<file path="config.mk">
export PLATFORM = sky130hd
export DESIGN_NAME = keyDebounce
export DESIGN_NICKNAME = d
export VERILOG_FILES = /design/src/rtl/kdb_pkg.sv /design/src/rtl/kdb_prescale.sv /design/src/rtl/kdb_datapath.sv /design/src/rtl/kdb_control.sv /design/src/rtl/keyDebounce.sv
export SDC_FILE = /design/constraint.sdc
export NUM_CORES = 1
export LEC_CHECK = 0
export BUFFER_PORTS_ARGS = -buffer_cell sky130_fd_sc_hd__buf_4
export CAP_MARGIN = 15
export CELL_PAD_IN_SITES_DETAIL_PLACEMENT = 1
export CELL_PAD_IN_SITES_GLOBAL_PLACEMENT = 2
export CORE_MARGIN = 5
export CORE_UTILIZATION = 32
export DETAILED_ROUTE_END_ITERATION = 16
export GPL_ROUTABILITY_DRIVEN = 0
export PLACE_DENSITY = 0.72
export SYNTH_ARGS = -nofsm -noshare
export SYNTH_HDL_FRONTEND = slang
export SYNTH_SLANG_ARGS = --single-unit
</file>
<file path="constraint.sdc">
create_clock -name clk -period 1.9 [get_ports clk]
set_clock_uncertainty 0.1 [all_clocks]
set_input_delay 0.19 -clock clk [delete_from_list [all_inputs] [get_ports clk]]
set_output_delay 0.19 -clock clk [all_outputs]
set_load 0.01 [all_outputs]
</file>
<file path="src/rtl/kdb_pkg.sv">
package kdb_pkg;
  typedef enum logic {ST_IDLE = 1'b0, ST_LOCK = 1'b1} kdbState_e;

  typedef struct packed {
    logic accept;   // copy synchronized keys to outputs this cycle
    logic restart;  // zero the lockout timer
  } kdbCtl_t;
endpackage

</file>
<file path="src/rtl/kdb_prescale.sv">
module kdb_prescale #(
  parameter int TICK_DIV = 50000
) (
  input  logic clk,
  input  logic rst,
  input  logic run,
  input  logic clr,
  output logic tick
);
  localparam int PW = (TICK_DIV > 1) ? $clog2(TICK_DIV) : 1;
  localparam logic [PW-1:0] LAST = PW'(TICK_DIV - 1);

  logic [PW-1:0] preCnt;

  assign tick = run && (preCnt == LAST);

  always_ff @(posedge clk) begin
    if (rst || clr) begin
      preCnt <= '0;
    end else if (run) begin
      if (preCnt == LAST) preCnt <= '0;
      else                preCnt <= preCnt + 1'b1;
    end
  end
endmodule

</file>
<file path="src/rtl/kdb_datapath.sv">
module kdb_datapath
  import kdb_pkg::*;
#(
  parameter int NUM_KEYS     = 8,
  parameter int SYNC_STAGES  = 2,
  parameter bit RELEASED_LVL = 1'b0
) (
  input  logic                clk,
  input  logic                rst,
  input  logic [NUM_KEYS-1:0] keyRaw,
  input  kdbCtl_t             ctl,
  output logic [NUM_KEYS-1:0] keySync,
  output logic [NUM_KEYS-1:0] keyOut,
  output logic [NUM_KEYS-1:0] keyChg,
  output logic                diffAny
);
  localparam logic [NUM_KEYS-1:0] REL_VEC = {NUM_KEYS{RELEASED_LVL}};

  logic [NUM_KEYS-1:0] syncPipe [SYNC_STAGES];

  for (genvar s = 0; s < SYNC_STAGES; s++) begin : g_sync
    always_ff @(posedge clk) begin
      if (rst)         syncPipe[s] <= REL_VEC;
      else if (s == 0) syncPipe[s] <= keyRaw;
      else             syncPipe[s] <= syncPipe[(s > 0) ? s - 1 : 0];
    end
  end

  assign keySync = syncPipe[SYNC_STAGES-1];
  assign diffAny = |(keySync ^ keyOut);

  always_ff @(posedge clk) begin
    if (rst) begin
      keyOut <= REL_VEC;
      keyChg <= '0;
    end else if (ctl.accept) begin
      keyOut <= keySync;
      keyChg <= keySync ^ keyOut;
    end else begin
      keyChg <= '0;
    end
  end
endmodule

</file>
<file path="src/rtl/kdb_control.sv">
module kdb_control
  import kdb_pkg::*;
#(
  parameter int TICK_DIV   = 50000,
  parameter int LOCK_TICKS = 20
) (
  input  logic    clk,
  input  logic    rst,
  input  logic    diffAny,
  output kdbCtl_t ctl,
  output logic    inLock
);
  localparam int CW = (LOCK_TICKS > 1) ? $clog2(LOCK_TICKS) : 1;
  localparam logic [CW-1:0] LAST_TICK = CW'(LOCK_TICKS - 1);

  kdbState_e state;
  logic [CW-1:0] tickCnt;
  logic tick;
  logic expire;

  assign inLock = (state == ST_LOCK);
  assign expire = tick && (tickCnt == LAST_TICK);

  always_comb begin
    ctl.accept  = diffAny && (!inLock || expire);
    ctl.restart = ctl.accept;
  end

  kdb_prescale #(.TICK_DIV(TICK_DIV)) u_pre (
    .clk (clk),
    .rst (rst),
    .run (inLock),
    .clr (ctl.restart),
    .tick(tick)
  );

  always_ff @(posedge clk) begin
    if (rst) begin
      state   <= ST_IDLE;
      tickCnt <= '0;
    end else begin
      if (ctl.restart || expire) tickCnt <= '0;
      else if (tick)             tickCnt <= tickCnt + 1'b1;

      if (ctl.accept)  state <= ST_LOCK;
      else if (expire) state <= ST_IDLE;
    end
  end
endmodule

</file>
<file path="src/rtl/keyDebounce.sv">
module keyDebounce
  import kdb_pkg::*;
#(
  parameter int NUM_KEYS     = 8,
  parameter int TICK_DIV     = 50000,
  parameter int LOCK_TICKS   = 20,
  parameter int SYNC_STAGES  = 2,
  parameter bit RELEASED_LVL = 1'b0
) (
  input  logic                clk,
  input  logic                rst,
  input  logic [NUM_KEYS-1:0] keyRaw,
  output logic [NUM_KEYS-1:0] keyOut,
  output logic [NUM_KEYS-1:0] keyChg
);
  kdbCtl_t             ctl;
  logic [NUM_KEYS-1:0] keySync;
  logic                diffAny;
  logic                inLock;

  kdb_datapath #(
    .NUM_KEYS    (NUM_KEYS),
    .SYNC_STAGES (SYNC_STAGES),
    .RELEASED_LVL(RELEASED_LVL)
  ) u_dp (
    .clk    (clk),
    .rst    (rst),
    .keyRaw (keyRaw),
    .ctl    (ctl),
    .keySync(keySync),
    .keyOut (keyOut),
    .keyChg (keyChg),
    .diffAny(diffAny)
  );

  kdb_control #(
    .TICK_DIV  (TICK_DIV),
    .LOCK_TICKS(LOCK_TICKS)
  ) u_ctl (
    .clk    (clk),
    .rst    (rst),
    .diffAny(diffAny),
    .ctl    (ctl),
    .inLock (inLock)
  );
endmodule

</file>
==> results.cfg <==
[run_status]
status = finished clean

[layout]
area_delta_synth_final_pct = 28.88
stdcell_area_um2 = 2730
final_cells = 347
num_antenna_cells = 0
fin_nets = 281
final_layout_size_suffix_gt1_share_pct = 24.07

[power_and_ir_drop]
clkPwrFrac_pct = 35.5
p_comb_share_pct = 10.9
seq_power_share_pct = 53.6
intPower_uw = 1690
ir_worst_vdd_uv = 437.0
leakage_uw = 0.001020
switching_share_pct = 23.78
power.density_nw_per_um2 = 812.1
p_sw_uw = 527.2
finalPower_uw = 2217

[place]
dp_hpwl_um = 3268
dp.cells = 331
dp_slack_ps = 57.12
dpl_cell_area_um2 = 2489
io_buffers = 25

[timing]
worstMarginPinSlew_ps = 424.3
fin_ws_ps = 104.9
hold_violations = 0
setup_viol = 0
fin_crit_ps = 1795
finalMaxSlewViolations = 0
fmax_mhz = 557.1
timing.slew.headroom_pct = 71.71
finalCritPeriodShare_pct = 94.48

[floorplan]
ios = 26
design.core.area_um2 = 6386
die_w_um = 91.36
die_area_um2 = 8347
start_util_pct = 33.17
row_count = 29
die_y_um = 91.36

[critical_path]
crit_required_ps = 2040
path_depth = 6
crit_arrival_ps = 1930
slowest_delay_ps = 360
crit_type = register to register
cp-start-kind = register
critPathTopFamily = simple AND/OR/NAND/NOR gates
cp_max_fo = 8
crit_slowest_cell = dfxtp_2
end_kind = register
crit_buf_inv = 1
timing.rr.start = u_ctl.u_pre.preCnt[4]
endpoint = u_dp.keyOut[5]
r2r_slack_ps = 100
worst-r2r-cell-count = 6
r2r_end = u_dp.keyOut[5]
worstPathCellList = and4bb_1, and4_4, a21o_4, and2b_1, buf_12, mux2i_2
startpoint = u_ctl.u_pre.preCnt[4]

[clock_tree]
htree_levels = 2
insertion_delay_ps = 310
cts_root_buf = clkbuf_8
cts_buffer_depth = 2
cts.sinks = 54
clkTransAtPathRegs_ps = 100
cts_tree = yes
cts_buffers = 5

[global_routing]
grt-ovfl-total = 0
grt_max_degree = 20
grt_antenna_before_repair = 0
grtUsageTotal_pct = 11.84
grt_pass1_vias = 1612
grt_pass1_wl_um = 8135

[routing]
wl_um = 4439
vias_per_cell = 4.539
wire_per_inst_um = 12.79
dr.pass1.iters = 4
antenna_left = 0
vias = 1575
drc = 0
drtIter0Drc = 96

[logic_synthesis]
synth_nets = 232
synth_cell_type_count = 36
synth_top_cell_by_area = dfxtp_1
synthesis.area_um2 = 2118
synth.avg_cell_area_um2 = 9.629
synthArstFlopShare_pct = 0
synth_edf_count = 0
yosys-top-cells-count = dfxtp_1 (54), nor2_1 (29), nand2_1 (27)
synth_seq_cells = 54
syn_inst = 220
ys.flop_type = dfxtp_1
synth.area.top_cells = dfxtp_1 (51%), xnor2_1 (6.6%), nor2_1 (5.1%)
synth.most_common_cell = dfxtp_1
yosysSeqAreaShare_pct = 51.03
netlist.area_leader.share_pct = 51.03
synth_warnings = 0

[job]
drv_cap = 0

[hold_path]
holdCritPathClass = input port to register
[registers in the layout (all words and copies together) (netlist names)]
name and cells:
u_dp.syncPipe 16, u_ctl.tickCnt 5, u_ctl.inLock 1, u_ctl.u_pre.preCnt 16
u_dp.keyChg 8, u_dp.keyOut 8
[logic make-up after synthesis]
group | Yosys count | synth area share (%)
AO/OA/AOI/OAI | 13 | 3.603
buffers and inverters | 10 | 2.540
AND/OR/NAND/NOR | 111 | 28.71
XOR/XNOR | 21 | 8.683
multiplexers | 9 | 4.253
flip-flops | 54 | 51.03
adder cells (fa/ha/maj) | 2 | 1.181
[placed cells by master (no fill, tap or decap), types with 2 or more instances in the layout]
cell and count:
nand3_1 6, dlygate4sd3_1 7, inv_1 2, buf_4 40
inv_2 2, a21oi_1 8, clkbuf_8 5, nor2b_1 16
or3_1 3, and4bb_1 2, dfxtp_2 4, and4_1 3
nor3_1 5, nand4_1 7, mux2i_1 8, nand2_1 27
inv_6 2, and2b_1 2, xnor2_1 16, xor2_1 5
dfxtp_1 50, nor2_1 29
[how the worst min path moves through the flow]
| stage | start | endpoint | slack (ps) | cells past startpoint |
|---|---|---|---|---|
| 6_report | keyRaw[6] | u_dp.syncPipe[0][6] | 10 | 2 |
| 5_1_grt | keyRaw[6] | u_dp.syncPipe[0][6] | 5 | 2 |
| 4_1_cts | keyRaw[6] | u_dp.syncPipe[0][6] | 10 | 2 |
| 3_5_place_dp | keyRaw[4] | u_dp.syncPipe[0][4] | 310 | 2 |
| 3_3_place_gp | keyRaw[2] | u_dp.syncPipe[0][2] | 300 | 2 |
| 2_1_floorplan | keyRaw[0] | u_dp.syncPipe[0][0] | 220 | 1 |
[worst register-to-register path, stage by stage (launching register included)]
cell      delay [ps]
dfxtp_2          360
and4bb_1         330
and4_4           300
a21o_4           130
and2b_1          160
buf_12           140
mux2i_2          200
[stage by stage]
step           setup TNS (ps)  hold slack (ps)  util, %
4_1_cts                     0            12.89    41.89
2_1_floorplan               0            218.2        -
6_report                    0            12.30    42.75
3_3_place_gp                0            299.9    38.97
5_1_grt                -1.840            5.396    42.75
3_5_place_dp                0            307.4    38.97
[area by class of cell]
type,instances,area [µm²]
fillers,732,3656
flip-flops and latches,54,1086
multi-input cells,156,1026
repair buffers,48,390.4
well taps,77,96.34
clock buffers,5,68.82
clock inverters,3,47.55
inverters,4,15.01
[power groups by stage]
| stage | combinational (µW) | sequential [µW] | clock, µW |
|---|---|---|---|
| after floorplan | 139 | 1210 | 0 |
| after global placement | 230 | 1210 | 0 |
| after detailed placement | 231 | 1210 | 0 |
| after CTS | 243 | 1190 | 831 |
| after global routing | 268 | 1200 | 882 |
| final | 241 | 1190 | 787 |
[what timing repair did]
item | in CTS | in global routing
setup buffers | 0 | 1
gates resized for setup | 0 | 12
hold buffers | 7 | 0
hold endpoints to repair | 7 | 0
endpoints found under the setup margin | 0 | 13
[per-layer routing]
metal | part of all wire [%] | track usage [%] | vias up
met5 | 0 | 0 | -
met4 | 1.5 | 3.667 | 0
met3 | 3.5 | 2.893 | 6
met2 | 42 | 17.31 | 26
met1 | 53 | 17.10 | 709
li1 | - | - | 834
No activity file was read; power rests on OpenSTA's default activity.
